--- src/rtl/lsa_pkg.sv ---
package lsa_pkg;

  typedef enum logic [3:0] {
    OP_NOP  = 4'd0,
    OP_LB   = 4'd1,
    OP_LBU  = 4'd2,
    OP_LH   = 4'd3,
    OP_LHU  = 4'd4,
    OP_LW   = 4'd5,
    OP_LUI  = 4'd6,
    OP_RSV7 = 4'd7,
    OP_SB   = 4'd8,
    OP_SH   = 4'd9,
    OP_SW   = 4'd10
  } lsa_op_e;

  typedef enum logic [1:0] {
    SZ_BYTE = 2'd0,
    SZ_HALF = 2'd1,
    SZ_WORD = 2'd2
  } lsa_size_e;

  typedef struct packed {
    logic      is_load;
    logic      is_store;
    logic      is_lui;
    logic      sign_ext;
    lsa_size_e size;
  } lsa_ctrl_t;

endpackage

--- src/rtl/lsa_decode.sv ---
module lsa_decode
  import lsa_pkg::*;
#(
  parameter int unsigned LANES = 4,
  localparam int unsigned AW = $clog2(LANES)
) (
  input  logic [3:0]    op_i,
  input  logic [AW-1:0] addr_lo_i,
  output lsa_ctrl_t     ctrl_o,
  output logic          misalign_o
);

  localparam logic [AW-1:0] HALF_MASK = AW'((LANES / 2) - 1);

  always_comb begin
    ctrl_o = '{is_load: 1'b0, is_store: 1'b0, is_lui: 1'b0,
               sign_ext: 1'b0, size: SZ_BYTE};
    case (op_i)
      OP_LB:  begin ctrl_o.is_load = 1'b1; ctrl_o.sign_ext = 1'b1; end
      OP_LBU: ctrl_o.is_load = 1'b1;
      OP_LH:  begin ctrl_o.is_load = 1'b1; ctrl_o.sign_ext = 1'b1; ctrl_o.size = SZ_HALF; end
      OP_LHU: begin ctrl_o.is_load = 1'b1; ctrl_o.size = SZ_HALF; end
      OP_LW:  begin ctrl_o.is_load = 1'b1; ctrl_o.size = SZ_WORD; end
      OP_LUI: ctrl_o.is_lui = 1'b1;
      OP_SB:  ctrl_o.is_store = 1'b1;
      OP_SH:  begin ctrl_o.is_store = 1'b1; ctrl_o.size = SZ_HALF; end
      OP_SW:  begin ctrl_o.is_store = 1'b1; ctrl_o.size = SZ_WORD; end
      default: ;
    endcase
  end

  always_comb begin
    misalign_o = 1'b0;
    if (ctrl_o.is_load || ctrl_o.is_store) begin
      unique case (ctrl_o.size)
        SZ_HALF: misalign_o = |(addr_lo_i & HALF_MASK);
        SZ_WORD: misalign_o = |addr_lo_i;
        default: misalign_o = 1'b0;
      endcase
    end
  end

endmodule

--- src/rtl/lsa_store_steer.sv ---
module lsa_store_steer
  import lsa_pkg::*;
#(
  parameter int unsigned DATA_W = 32,
  localparam int unsigned LANES  = DATA_W / 8,
  localparam int unsigned HALF_W = DATA_W / 2,
  localparam int unsigned AW     = $clog2(LANES)
) (
  input  lsa_ctrl_t         ctrl_i,
  input  logic              misalign_i,
  input  logic [AW-1:0]     addr_lo_i,
  input  logic [DATA_W-1:0] reg_data_i,
  output logic [DATA_W-1:0] wdata_o,
  output logic [LANES-1:0]  be_o
);

  logic [DATA_W-1:0] byte_rep;
  logic [DATA_W-1:0] half_rep;
  logic [LANES-1:0]  lane_hit;

  for (genvar g = 0; g < LANES; g++) begin : g_lane
    assign byte_rep[g*8 +: 8] = reg_data_i[7:0];
    // big-endian: lane g holds bits [DATA_W-1-8g -: 8], enable bit LANES-1-g
    always_comb begin
      unique case (ctrl_i.size)
        SZ_BYTE: lane_hit[g] = (addr_lo_i == AW'(g));
        SZ_HALF: lane_hit[g] = (addr_lo_i[AW-1] == (g >= LANES / 2));
        default: lane_hit[g] = 1'b1;
      endcase
    end
    assign be_o[LANES-1-g] = ctrl_i.is_store & ~misalign_i & lane_hit[g];
  end

  for (genvar h = 0; h < 2; h++) begin : g_half
    assign half_rep[h*HALF_W +: HALF_W] = reg_data_i[HALF_W-1:0];
  end

  always_comb begin
    wdata_o = '0;
    if (ctrl_i.is_store) begin
      unique case (ctrl_i.size)
        SZ_BYTE: wdata_o = byte_rep;
        SZ_HALF: wdata_o = half_rep;
        default: wdata_o = reg_data_i;
      endcase
    end
  end

endmodule

--- src/rtl/lsa_load_extract.sv ---
module lsa_load_extract
  import lsa_pkg::*;
#(
  parameter int unsigned DATA_W = 32,
  parameter int unsigned IMM_W  = 16,
  localparam int unsigned LANES  = DATA_W / 8,
  localparam int unsigned HALF_W = DATA_W / 2,
  localparam int unsigned AW     = $clog2(LANES)
) (
  input  lsa_ctrl_t         ctrl_i,
  input  logic              misalign_i,
  input  logic [AW-1:0]     addr_lo_i,
  input  logic [DATA_W-1:0] rdata_i,
  input  logic [IMM_W-1:0]  imm_i,
  output logic [DATA_W-1:0] load_data_o
);

  logic [7:0]        lane_byte [LANES];
  logic [7:0]        sel_byte;
  logic [HALF_W-1:0] sel_half;

  for (genvar g = 0; g < LANES; g++) begin : g_lane
    assign lane_byte[g] = rdata_i[DATA_W-1-8*g -: 8];
  end

  assign sel_byte = lane_byte[addr_lo_i];
  assign sel_half = addr_lo_i[AW-1] ? rdata_i[HALF_W-1:0] : rdata_i[DATA_W-1:HALF_W];

  always_comb begin
    load_data_o = '0;
    if (ctrl_i.is_lui) begin
      load_data_o = {imm_i, {(DATA_W-IMM_W){1'b0}}};
    end else if (ctrl_i.is_load && !misalign_i) begin
      unique case (ctrl_i.size)
        SZ_BYTE: load_data_o = {{(DATA_W-8){ctrl_i.sign_ext & sel_byte[7]}}, sel_byte};
        SZ_HALF: load_data_o = {{(DATA_W-HALF_W){ctrl_i.sign_ext & sel_half[HALF_W-1]}}, sel_half};
        default: load_data_o = rdata_i;
      endcase
    end
  end

endmodule

--- src/rtl/lsa_unit.sv ---
module lsa_unit
  import lsa_pkg::*;
#(
  parameter int unsigned DATA_W = 32,
  parameter int unsigned IMM_W  = 16,
  localparam int unsigned LANES = DATA_W / 8,
  localparam int unsigned AW    = $clog2(LANES)
) (
  input  logic              clk_i,
  input  logic              rst_ni,
  input  logic [3:0]        op_i,
  input  logic [AW-1:0]     addr_lo_i,
  input  logic [DATA_W-1:0] reg_data_i,
  input  logic [IMM_W-1:0]  imm_i,
  input  logic [DATA_W-1:0] rdata_i,
  output logic [DATA_W-1:0] wdata_o,
  output logic [LANES-1:0]  be_o,
  output logic [DATA_W-1:0] load_data_o,
  output logic              misalign_o
);

  lsa_ctrl_t         ctrl;
  logic              misalign_d;
  logic [DATA_W-1:0] wdata_d;
  logic [LANES-1:0]  be_d;
  logic [DATA_W-1:0] load_d;

  lsa_decode #(.LANES(LANES)) u_decode (
    .op_i       (op_i),
    .addr_lo_i  (addr_lo_i),
    .ctrl_o     (ctrl),
    .misalign_o (misalign_d)
  );

  lsa_store_steer #(.DATA_W(DATA_W)) u_store (
    .ctrl_i     (ctrl),
    .misalign_i (misalign_d),
    .addr_lo_i  (addr_lo_i),
    .reg_data_i (reg_data_i),
    .wdata_o    (wdata_d),
    .be_o       (be_d)
  );

  lsa_load_extract #(.DATA_W(DATA_W), .IMM_W(IMM_W)) u_load (
    .ctrl_i      (ctrl),
    .misalign_i  (misalign_d),
    .addr_lo_i   (addr_lo_i),
    .rdata_i     (rdata_i),
    .imm_i       (imm_i),
    .load_data_o (load_d)
  );

  always_ff @(posedge clk_i or negedge rst_ni) begin
    if (!rst_ni) begin
      wdata_o     <= '0;
      be_o        <= '0;
      load_data_o <= '0;
      misalign_o  <= 1'b0;
    end else begin
      wdata_o     <= wdata_d;
      be_o        <= be_d;
      load_data_o <= load_d;
      misalign_o  <= misalign_d;
    end
  end

endmodule

--- config.mk ---
export PLATFORM = sky130hd
export DESIGN_NAME = lsa_unit
export DESIGN_NICKNAME = d
export VERILOG_FILES = /design/src/rtl/lsa_pkg.sv /design/src/rtl/lsa_decode.sv /design/src/rtl/lsa_store_steer.sv /design/src/rtl/lsa_load_extract.sv /design/src/rtl/lsa_unit.sv
export SDC_FILE = /design/constraint.sdc
export NUM_CORES = 1
export LEC_CHECK = 0
export ABC_AREA = 0
export BUFFER_PORTS_ARGS = -buffer_cell sky130_fd_sc_hd__buf_2
export CORE_MARGIN = 4
export CORE_UTILIZATION = 47
export CTS_CLUSTER_DIAMETER = 120
export DETAILED_ROUTE_END_ITERATION = 7
export PLACE_DENSITY = 0.81
export SYNTH_ARGS = -nofsm -noshare
export SYNTH_HDL_FRONTEND = slang
export SYNTH_HIERARCHICAL = 1
export SYNTH_SLANG_ARGS = --single-unit
--- constraint.sdc ---
create_clock -name clk_i -period 0.8 [get_ports clk_i]
set_clock_uncertainty 0.05 [all_clocks]
set_input_delay 0 -clock clk_i [delete_from_list [all_inputs] [get_ports clk_i]]
set_output_delay 0 -clock clk_i [all_outputs]
set_load 0.01 [all_outputs]
# Yosys cells after proc, flatten, opt, wreduce, memory -nomap -nowiden
# Index checks and enable logic that the tools add are counted.
# classes
mux	20
reduce_logical	11
n_bitwise	10
n_lt_le_gt_ge	1
eq_ne	14
# ops
cell	count
case mux 32 bit (2 select lines)	2
two-way mux 32 bit	3
binary-select mux 8 bit (select 2 bit)	1
two-way mux 16 bit	1
two-way mux 8 bit	2
== test 4 x 3 -> 1 bit (second input constant)	3
== test 4 bit (second input constant)	3
case mux 1 bit (2 select lines)	5
== test 4 x 2 -> 1 bit (second input constant)	2
bitwise AND 1 bit	7
== test 2 bit (second input constant)	3
OR reduction 2 bit	3
OR reduction 3 bit	2
two-way mux 1 bit	5
OR reduction 5 bit	1
== test 2 x 1 -> 1 bit (second input constant)	2
== test 4 x 1 -> 1 bit (second input constant)	1
zero test 2 bit	2
case mux 2 bit (2 select lines)	1
greater-or-equal comparator 3 bit (second input constant)	1
NOT 2 -> 3 bit	1
NOT 1 bit	2
logical AND 1 bit	1
zero test 1 bit	1
logical OR 1 bit	1
# totals
register_bits	69
output_inout_bits	69
inputBits	88
word_cells	60

# Longest topological paths before layout
# depth
depth_word	10
ltp_mapped	14
mapped_depth_nobuf	11

# Modules after synthesis
# The synthesis kept the hierarchy.
# modules_own_cells
module	instances	cells_each	area_per_inst_um2
lsa_unit	1	69	1726.7
lsa_load_extract	1	124	845.8
lsa_store_steer	1	93	599.3
lsa_decode	1	25	188.9

# Worst setup path before layout
# Ideal clock, no wire load.
# synth_timing
path_kind	input to register
start	in op_i[1]
end	reg load_data_o[20]
path_slack_ps	-1404
cell_stages	14
t_arrival_ps	2088
required_ps	684
setup_time_ps	66
path_cell_list	buf_2 > and4bb_1 > a31oi_2 > inv_1 > ha_1 > o21ai_0 > a21oi_1 > o21a_1 > or3b_1 > buf_6 > nor3b_2 > o21ai_2 > buf_6 > nand2_1
# synth_between
elab_chain_len	10
# synth_rtl
element	line_no	text
start, declared	lsa_unit.sv:11	input logic [3:0] op_i,
== test 4 x 3 -> 1 bit, or another cell as far along	lsa_decode.sv:18	case (op_i)
OR reduction 3 bit (no line) / OR reduction 2 bit (equally long branches)	-	
case mux 2 bit (2 select lines)	lsa_decode.sv:18	
== test 2 bit / == test 2 x 1 -> 1 bit (equally long branches)	lsa_decode.sv:35	unique case (ctrl_o.size)
case mux 1 bit (2 select lines)	lsa_decode.sv:35	
two-way mux 1 bit *	lsa_decode.sv:34	if (ctrl_o.is_load || ctrl_o.is_store) begin
net misalign_d	lsa_unit.sv:23	logic misalign_d;
zero test 1 bit *	lsa_load_extract.sv:33	end else if (ctrl_i.is_load && !misalign_i) begin
logical AND 1 bit *	lsa_load_extract.sv:33	
two-way mux 32 bit *	lsa_load_extract.sv:33	
two-way mux 32 bit *	lsa_load_extract.sv:31	if (ctrl_i.is_lui) begin
net load_d[20]	lsa_unit.sv:26	logic [DATA_W-1:0] load_d;
end signal, assigned	lsa_unit.sv:62	load_data_o <= load_d;
end, declared	lsa_unit.sv:18	output logic [DATA_W-1:0] load_data_o,
# The timed path passes the listed nets; every way through them passes the cells marked *.

==> metrics.cfg <==
[run_status]
status = finished with violations
violations = hold timing, setup timing

[hold_path]
min_from = rdata_i[5]
worstHoldPathType = primary input to flop
hold_end = load_data_o[5]
whs_path_depth = 3

[floorplan]
ios = 157
num_rows = 30
die_h_um = 92.6
coreArea_um2 = 6870
floorplan.initialDensity = 0.489
die_x_um = 92.6
die_area_um2 = 8570

[power_and_ir_drop]
power.density_nw_per_um2 = 1520
p_total_mw = 9.24
vdd.ir_drop.worst_mv = 1.32
leakagePower_nw = 3.02

[worst_setup_path]
worst-path-max-fanout = 8
arrival_ns = 2.11
cp_slowest_cell = or3b_4
critPathRequiredTime_ns = 1.00
worstPathCellList = buf_12 > nor2b_4 > buf_12 > a31oi_4 > buf_6 > buf_6 > ha_4 > nor2_4 > or3b_4 > o22ai_4 > a21oi_4 > a221oi_2
worstSetupEndpointType = flop
critPathKind = primary input to flop
cpPeakStageDelay_ns = 0.39
start_kind = primary input

[grt]
grt_max_degree = 70
grt_pass1_vias = 4055
antenna_found_initial = 0
overflow = 0
grt_usage = 0.310
grt_pass1_wl_mm = 20.5

[sta]
whs_ns = -0.0923
tightest_slew_ns = 0.538
timing.slew.headroom = 0.640
fin_setup_tns_ns = -61.96
rsz0062_at_grt = yes
hold_violations = 7
setup_ws_ns = -1.11
fmaxAchievable_mhz = 522
fin_crit_ns = 1.91
maxSlewViolCount = 0
fin_crit_sh = 2.39
setup_violations = 132

[cts]
clk_pin_slew_ns = 0.09
cts_tree = yes
cts_max_level = 3
ctsRootBufferMaster = clkbuf_8
cts_hold_buf = 55
cts.sinks = 69
clk_path_buf_depth = 2
numCtsBuffers = 9

[cells_and_area]
fin_cells = 677
fillers = 261
layout.nets = 666
utilization = 0.887
final_layout_size_suffix_gt1_frac = 0.562
syn_to_final_growth_pct = 81.4
fin_area_um2 = 6100

[synth]
synth_area_um2 = 3360
syn_inst = 311
synthesis.nets = 402
ys_types = 41
ys_ff_latch = 69
ys_seq_area_frac = 0.514
yosys_warnings = 6
avgSynthCellArea_um2 = 10.8

[flow_run]
max-cap-violations = 0

[placement]
dp_cells = 583
gp_congestion = 0.890
hpwlAfterDp_mm = 7.00
placed_area_um2 = 4520
place_ws_ns = -1.47
io_buffers = 156

[drt]
wl_mm = 16.7
dr.pass1.iters = 8
routed_via_density = 6.02
wire_per_inst_um = 24.6
drtIter0Drc = 640
drc = 0
antenna_left = 0
vias = 4073

worst max-delay path by stage:
stage	startpoint	endpoint	slack (ns)	cells past startpoint
after floorplan	op_i[1]	load_data_o[20]	-1.27	14
after global placement	op_i[3]	load_data_o[19]	-1.33	12
after CTS	op_i[3]	load_data_o[21]	-0.97	14
after global routing	op_i[3]	load_data_o[9]	-1.15	12
final	op_i[3]	load_data_o[9]	-1.11	12
after detailed placement	op_i[3]	load_data_o[26]	-1.47	10
cell type report:
class / instances / area (µm²) / share of cell area
Clock inverter: 7 / 97.6 / 0.0160
Antenna cell: 1 / 2.50 / 0.000411
Timing Repair Buffer: 273 / 2120 / 0.349
Sequential cell: 69 / 1730 / 0.283
Tap cell: 96 / 120 / 0.0197
Clock buffer: 9 / 124 / 0.0203
Multi-Input combinational cell: 210 / 1840 / 0.302
Inverter: 12 / 61.3 / 0.0101
layout by cell type, fill, tap and decap left out, types with 14 or more instances in the layout:
cell type,instances
buf_4,40
a21oi_1,14
buf_6,32
buf_2,135
mux2i_1,18
dfrtp_1,69
a21oi_2,14
nand2_1,22
dlygate4sd3_1,55
logic make-up after synthesis:
| group | count (synthesis) | share of synthesized area |
|---|---|---|
| fa+ha+maj | 3 | 0.0112 |
| mux | 25 | 0.0771 |
| buf+inv | 33 | 0.0540 |
| simple gates | 95 | 0.160 |
| compound gates | 86 | 0.184 |
| flops | 69 | 0.514 |
cells in the mapped netlist, drive strengths merged:
| library cell | n | area share |
|---|---|---|
| a211oi | 1 | 0.0022 |
| a21boi | 9 | 0.021 |
| a21oi | 31 | 0.050 |
| a221oi | 9 | 0.038 |
| a222oi | 7 | 0.021 |
| a22o | 1 | 0.0026 |
| a31oi | 1 | 0.0037 |
| and2 | 8 | 0.015 |
| and4bb | 1 | 0.0037 |
| buf | 13 | 0.030 |
| clkbuf | 8 | 0.0097 |
| dfrtp | 69 | 0.51 |
| ha | 3 | 0.011 |
| inv | 12 | 0.014 |
| mux2 | 7 | 0.023 |
| mux2i | 18 | 0.054 |
| nand2 | 33 | 0.037 |
| nand2b | 4 | 0.0074 |
| nand3b | 1 | 0.0022 |
| nor2 | 13 | 0.017 |
| nor2b | 10 | 0.019 |
| nor3 | 2 | 0.0030 |
| nor3b | 19 | 0.045 |
| nor4bb | 1 | 0.0030 |
| o21a | 3 | 0.0067 |
| o21ai | 23 | 0.035 |
| o22ai | 1 | 0.0037 |
| or3 | 1 | 0.0019 |
| or3b | 2 | 0.0052 |
metal layers:
layer  part of all wire  global-route usage  wire length (µm)
met1               0.33               0.321              5570
met2               0.48               0.573              8040
met3              0.090              0.0496              1510
met4              0.094               0.198              1560
met5                  0                   0                 0
power breakdown:
group          internal (mW)  leakage [nW]  switching (mW)
clock network           1.77         0.106            1.57
registers               3.63         0.942          0.0648
logic                   1.08          1.97            1.13
total                   6.47          3.02            2.77
sequential cells by signal, summed over array words and instances (netlist names):
signal	flops
be_o	4
load_data_o	32
misalign_o	1
wdata_o	32
critical path, delay by kind of cell:
family	cells	cell delay (ns)
AOI/OAI and AO/OA	4	0.96
and+or+nand+nor	3	0.56
buffers and inverters	4	0.45
adders and majority gates	1	0.12
timing repair:
item / in CTS / in global routing
pin swaps: 19 / 23
gates cloned: 2 / 1
gates resized for setup: 62 / 79
buffers inserted: 10 / 10
endpoints found under the setup margin: 138 / 138
hold endpoints to repair: 132 / 6
Note: power is estimated with default switching activity, not from simulation.
